$ cat src/rtl/fpx_pkg.sv
package fpx_pkg;
  localparam int unsigned NUM_CLS = 6;

  typedef enum int unsigned {
    CLS_INVALID = 0,
    CLS_DENORM  = 1,
    CLS_ZDIV    = 2,
    CLS_OVFL    = 3,
    CLS_UNFL    = 4,
    CLS_PREC    = 5
  } cls_e;

  typedef logic [NUM_CLS-1:0] cls_vec_t;
endpackage

$ cat src/rtl/fpx_latch_bank.sv
module fpx_latch_bank #(
  parameter int unsigned N_CLS = fpx_pkg::NUM_CLS
) (
  input  logic             clk_i,
  input  logic             rst_ni,
  input  logic [N_CLS-1:0] set_i,
  input  logic             start_i,
  output logic [N_CLS-1:0] live_o
);
  logic [N_CLS-1:0] lat_q;

  for (genvar g = 0; g < N_CLS; g++) begin : g_lat
    always_ff @(posedge clk_i or negedge rst_ni) begin
      if (!rst_ni)                     lat_q[g] <= 1'b0;
      else if (start_i || set_i[g])    lat_q[g] <= set_i[g];
    end
  end

  // held latches plus this cycle's pulses, for same-cycle reporting
  assign live_o = lat_q | set_i;
endmodule

$ cat src/rtl/fpx_ctrl_status.sv
module fpx_ctrl_status #(
  parameter int unsigned     N_CLS    = fpx_pkg::NUM_CLS,
  parameter logic [N_CLS-1:0] MASK_RST = '1
) (
  input  logic             clk_i,
  input  logic             rst_ni,
  input  logic             we_i,
  input  logic [N_CLS-1:0] mask_i,
  input  logic             commit_i,
  input  logic [N_CLS-1:0] commit_vec_i,
  input  logic             clr_i,
  output logic [N_CLS-1:0] mask_o,
  output logic [N_CLS-1:0] status_o
);
  logic [N_CLS-1:0] mask_q, status_q, status_d;

  always_ff @(posedge clk_i or negedge rst_ni) begin
    if (!rst_ni)   mask_q <= MASK_RST;
    else if (we_i) mask_q <= mask_i;
  end

  always_comb begin
    status_d = status_q;
    if (clr_i)         status_d = '0;
    else if (commit_i) status_d = status_q | commit_vec_i;
  end

  always_ff @(posedge clk_i or negedge rst_ni) begin
    if (!rst_ni) status_q <= '0;
    else         status_q <= status_d;
  end

  assign mask_o   = mask_q;
  assign status_o = status_q;
endmodule

$ cat src/rtl/fpx_irq_gen.sv
module fpx_irq_gen #(
  parameter int unsigned N_CLS = fpx_pkg::NUM_CLS
) (
  input  logic             clk_i,
  input  logic             rst_ni,
  input  logic [N_CLS-1:0] live_i,
  input  logic [N_CLS-1:0] mask_i,
  input  logic [N_CLS-1:0] status_i,
  input  logic             clr_i,
  output logic             new_o,
  output logic             irq_o
);
  logic [N_CLS-1:0] new_vec, pend_q;

  // new = latched now, unmasked, and not already reported in status
  assign new_vec = live_i & ~mask_i & ~status_i;
  assign new_o   = |new_vec;

  always_ff @(posedge clk_i or negedge rst_ni) begin
    if (!rst_ni)    pend_q <= '0;
    else if (clr_i) pend_q <= '0;
    else            pend_q <= pend_q | new_vec;
  end

  // a later mask write suppresses the request without losing it
  assign irq_o = |(pend_q & ~mask_i);
endmodule

$ cat src/rtl/fpx_exc_unit.sv
module fpx_exc_unit #(
  parameter int unsigned N_CLS = fpx_pkg::NUM_CLS
) (
  input  logic             clk_i,
  input  logic             rst_ni,
  input  logic [N_CLS-1:0] exc_set_i,
  input  logic             instr_start_i,
  input  logic             instr_end_i,
  input  logic             ctrl_we_i,
  input  logic [N_CLS-1:0] ctrl_mask_i,
  input  logic             status_clr_i,
  output logic [N_CLS-1:0] mask_o,
  output logic [N_CLS-1:0] status_o,
  output logic             unmasked_o,
  output logic             irq_o
);
  logic [N_CLS-1:0] live;

  fpx_latch_bank #(.N_CLS(N_CLS)) u_lat (
    .clk_i   (clk_i),
    .rst_ni  (rst_ni),
    .set_i   (exc_set_i),
    .start_i (instr_start_i),
    .live_o  (live)
  );

  fpx_ctrl_status #(.N_CLS(N_CLS), .MASK_RST({N_CLS{1'b1}})) u_cs (
    .clk_i        (clk_i),
    .rst_ni       (rst_ni),
    .we_i         (ctrl_we_i),
    .mask_i       (ctrl_mask_i),
    .commit_i     (instr_end_i),
    .commit_vec_i (live),
    .clr_i        (status_clr_i),
    .mask_o       (mask_o),
    .status_o     (status_o)
  );

  fpx_irq_gen #(.N_CLS(N_CLS)) u_irq (
    .clk_i    (clk_i),
    .rst_ni   (rst_ni),
    .live_i   (live),
    .mask_i   (mask_o),
    .status_i (status_o),
    .clr_i    (status_clr_i),
    .new_o    (unmasked_o),
    .irq_o    (irq_o)
  );
endmodule

$ cat config.mk
export PLATFORM = sky130hd
export DESIGN_NAME = fpx_exc_unit
export DESIGN_NICKNAME = d
export VERILOG_FILES = /design/src/rtl/fpx_pkg.sv /design/src/rtl/fpx_latch_bank.sv /design/src/rtl/fpx_ctrl_status.sv /design/src/rtl/fpx_irq_gen.sv /design/src/rtl/fpx_exc_unit.sv
export SDC_FILE = /design/constraint.sdc
export NUM_CORES = 1
export LEC_CHECK = 0
export BUFFER_PORTS_ARGS = -buffer_cell sky130_fd_sc_hd__buf_4
export CORE_ASPECT_RATIO = 0.8
export CORE_MARGIN = 4
export CORE_UTILIZATION = 40
export CTS_CLUSTER_SIZE = 30
export DETAILED_ROUTE_END_ITERATION = 8
export GPL_TIMING_DRIVEN = 0
export PLACE_DENSITY_LB_ADDON = 0.08
export SLEW_MARGIN = 20
export SYNTH_ARGS = -nofsm -noshare
export SYNTH_HDL_FRONTEND = slang
export SYNTH_SLANG_ARGS = --single-unit
$ cat constraint.sdc
create_clock -name clk_i -period 2.2 [get_ports clk_i]
set_input_delay 0.22 -clock clk_i [delete_from_list [all_inputs] [get_ports clk_i]]
set_output_delay 0.22 -clock clk_i [all_outputs]
set_load 0.1 [all_outputs]
; After elaboration in Yosys (flattened, before gate mapping)
; Cells that the tools add are included.
; W data, S select, Z words.
[word_totals]
in_bits = 18
elab_cells = 29
register_bits = 24
[op_classes]
bitwise_logic = 8
reduce_logical = 9
mux = 3
[ops]
columns = cell, n
row1 = $and A6 B6 Y6, 3
row2 = $mux W6, 3
row3 = $or A6 B6 Y6, 3
row4 = $not A6 Y6, 2
row5 = $reduce_or A6 Y1, 2
row6 = $logic_or A1 B1 Y1, 6
row7 = $reduce_bool A2 Y1, 1

; Logic depth before layout (Yosys ltp)
[depth]
depth_word = 5
mapped_depth = 3
ltp_nobuf = 3

; Hierarchy
; From an unflattened synthesis, not the netlist that was laid out.
[hier_totals]
hier_cells = 88
hier_area_um2 = 1002.2
[by_module_without_submodules]
columns = module, instances, area_each_um2, cells_per_inst, seq_area_each_um2
row1 = fpx_ctrl_status, 1, 461.7, 31, 307.8
row2 = fpx_irq_gen, 1, 304.0, 38, 150.1
row3 = fpx_latch_bank, 1, 236.5, 19, 150.1

; Worst setup path before layout
; No wires, ideal clock.
[synth_path]
path_kind = flip-flop to output port
startpoint = register u_cs.status_q[2], in the netlist u_cs.status_o[2]
endpoint = output unmasked_o
path_stages_with_launch = 4
t_arrival_ns = 2.188
setup_slack_ns = -0.208
path_cell_list = dfrtp_1 -> nor2_1 -> a22oi_1 -> nand4_1
[synth_between]
elab_chain_len = 3
[synth_rtl]
columns = element, line
row1 = from (decl), fpx_ctrl_status.sv:15  ; logic [N_CLS-1:0] mask_q, status_q, status_d;
row2 = from (signal assigned), fpx_ctrl_status.sv:30  ; else status_q <= status_d;
row3 = $not A6 Y6, fpx_irq_gen.sv:16  ; assign new_vec = live_i & ~mask_i & ~status_i;
row4 = $and A6 B6 Y6, fpx_irq_gen.sv:16
row5 = $reduce_or A6 Y1, fpx_irq_gen.sv:17  ; assign new_o = |new_vec;
row6 = to (decl), fpx_exc_unit.sv:14  ; output logic unmasked_o,
; Every way passes these cells.

; Worst setup path after layout
[layout_path]
startpoint = register u_cs.mask_q[2], in the netlist u_cs.mask_o[2]
endpoint = output unmasked_o
[layout_between]
elab_chain_len = 4
[layout_rtl]
columns = element, line
row1 = from (decl), fpx_ctrl_status.sv:15
row2 = from (signal assigned), fpx_ctrl_status.sv:19  ; else if (we_i) mask_q <= mask_i;
row3 = $not A6 Y6, fpx_irq_gen.sv:16
row4 = $and A6 B6 Y6 (2 in series), fpx_irq_gen.sv:16
row5 = $reduce_or A6 Y1, fpx_irq_gen.sv:17
; Every way passes these cells.

==> impl_metrics.json <==
{
  "status": "completed",
  "required_ns": 1.98,
  "route.detailed.drc": 0,
  "grt_remaining_overflow": 0,
  "nNetsFinal": 142,
  "cts_max_path_buffers": 2,
  "multiInputGateArea_sq_um": 323,
  "clk_pin_slew_ns": 0.13,
  "num_vias": 751,
  "n_antenna_cell": 0,
  "core_region_area_sq_um": 2230,
  "fin_worst_skew_ns": 0.00404,
  "drv_cap": 0,
  "rsz0062_at_grt": "false",
  "die_w_um": 63.1,
  "ys_types": 18,
  "critPathSlowestCell": "dfstp_4",
  "via_per_inst": 5.07,
  "drt-initial-drc-count": 33,
  "setup_violations": 0,
  "ys_ff_latch": 24,
  "yosysSeqAreaShare_pct": 62.6,
  "area_growth_pct": 32.7,
  "cpPeakStageDelay_ns": 0.66,
  "cts_root_buf": "clkbuf_4",
  "drive_above_1_share_pct": 43.1,
  "start_util_pct": 43.5,
  "tightest_slew_ns": 0.458,
  "slew_headroom_pct": 69.5,
  "die_area_sq_um": 3280,
  "final_cell_mix": "buf_4 (30), nor2_1 (13), a21oi_1 (12), dfrtp_1 (12), inv_1 (9)",
  "ios": 32,
  "cts_sinks": 24,
  "finalHoldViolations": 0,
  "fin_util_pct": 57.7,
  "postSynthAreaPerCell_sq_um": 11.0,
  "criticalPathCategory": "register to output port",
  "synth_mux_area_share_pct": 6.96,
  "grt_max_degree": 25,
  "power.density_nw_per_um2": 837,
  "cp-start-kind": "register",
  "place_congestion": 0.764,
  "clkLatencyLatePin_ns": 0.31,
  "synth_nets": 106,
  "io_buffers": 30,
  "grt_use_total_pct": 14.1,
  "ir_drop_v": 0.000476,
  "ys_warn_count": 0,
  "rows": 15,
  "h-tree-depth": 1,
  "cts_tree": "built",
  "period_needed_ns": 1.89,
  "tns_ns": 0,
  "synth_compound_area_share_pct": 16.5,
  "syn_area_sq_um": 971,
  "place_hpwl_mm": 1.56,
  "layout_commonest_cell": "buf_4",
  "dieHeight_um": 52.1,
  "netlist_instances": 88,
  "period_share_pct": 86.1,
  "nFillCells": 195,
  "wirelength_mm": 2.09,
  "cts_inserted_buffers": 3,
  "grt_pass1_wl_mm": 3.51,
  "synth_xor_area_share_pct": 0,
  "cp_max_fo": 4,
  "max_freq_mhz": 528,
  "ant_nets": 0,
  "cp_cell_sequence": "nor2_1 -> a22oi_1 -> nand4_1 -> buf_4",
  "leakage_nw": 0.601,
  "synth_top_family_by_area": "compound AO/OA/AOI/OAI gates",
  "cp-end-kind": "output port",
  "wl_per_cell_um": 14.1,
  "maxSlewViolCount": 0,
  "post_cts_resize_count": 0,
  "synthSimpleGateAreaFrac_pct": 9.54,
  "hold_class": "primary input to register",
  "drtPass1Iterations": 4,
  "crit_arrival_ns": 1.67,
  "grt_pass1_vias": 737,
  "synth_adder_area_share_pct": 0,
  "seq_area_sq_um": 631,
  "grt_antenna_before_repair": 0
}
-- layer usage --
layer	track usage, %	share of wire [%]	up-vias
li1	-	-	367
met1	17.8	47	358
met5	0	0	-
met3	5.18	6.6	2
met2	23.1	46	24
met4	3.30	0.62	0
-- metrics by stage --
stage	instances	setup slack [ns]	hold WS [ns]	instance area (sq um)	power, mW
6_report	148	0.305	0.0550	1290	1.08
5_1_grt	148	0.232	0.0403	1290	1.13
4_1_cts	148	0.292	0.0443	1290	1.09
3_5_place_dp	143	0.657	0.132	1250	0.887
3_3_place_gp	143	0.650	0.132	1250	0.883
2_1_floorplan	88	0.00111	-0.0756	996	0.792
-- synth_stat cells --
cell      count  share of area (%)
nor2_1       14                5.4
o21ai_0       4                2.1
mux2_1        2                2.3
dfrtp_1      18                 46
a21o_2        1               0.90
o22ai_1       3                1.9
inv_1         9                3.5
nand4_1       1               0.64
a21oi_1      12                6.2
or2_1         3                1.9
dfstp_2       6                 16
clkbuf_1      1               0.39
a22oi_1       2                1.5
or3_1         1               0.64
or2_4         1               0.90
buf_2         1               0.51
a21o_1        5                3.9
mux2_2        4                4.6
-- critical path: cells and delay by family, from the launching register on --
family / cells / cell delay, ns
buffers and inverters: 1 / 0.27
and+or+nand+nor: 2 / 0.20
DFF: 1 / 0.66
AOI/OAI and AO/OA: 1 / 0.24
-- area by class of cell --
class                   count  area share, %
plain buffers               2          0.680
clock buffers               4           2.04
inverters                   9           2.62
multi-input cells          53           25.0
flip-flops and latches     24           48.9
well taps                  25           2.43
repair buffers             31           18.3
-- where the power goes --
part           internal [mW]  leakage, nW  switching, mW
Clock                 0.0708       0.0150          0.129
Sequential             0.494        0.276         0.0295
Combinational         0.0937        0.310          0.261
-- worst paths after layout --
path / startpoint / end / slack, ns / depth (start not counted)
worst max-delay path: u_cs.mask_o[2] / unmasked_o / 0.31 / 4
worst min-delay path: status_clr_i / u_cs.status_o[5] / 0.06 / 2
worst max register to register: u_cs.mask_o[3] / u_irq.pend_q[3] / 1.17 / 3
worst min register to register: u_lat.lat_q[3] / u_lat.lat_q[3] / 0.49 / 1
max in group asynchronous: rst_ni / u_cs.mask_o[5] / 1.59 / 2
min in group asynchronous: rst_ni / u_lat.lat_q[2] / 0.32 / 2
-- state kept, by name, indices dropped and copies added, names as in the netlist --
register       cells
u_cs.mask_o        6
u_cs.status_o      6
u_irq.pend_q       6
u_lat.lat_q        6
-- cell families (layout without fill, tap and decap cells) --
group,after synthesis,after routing
and+or+nand+nor,20,20
muxes,6,6
DFF,24,24
buffers and inverters,11,46
AOI/OAI and AO/OA,27,27
-- timing repair --
action,4_1_cts,5_1_grt
hold buffers,1,0
buffers inserted,0,0
endpoints found under the hold margin,18,0
(Power assumes the default switching activity.)
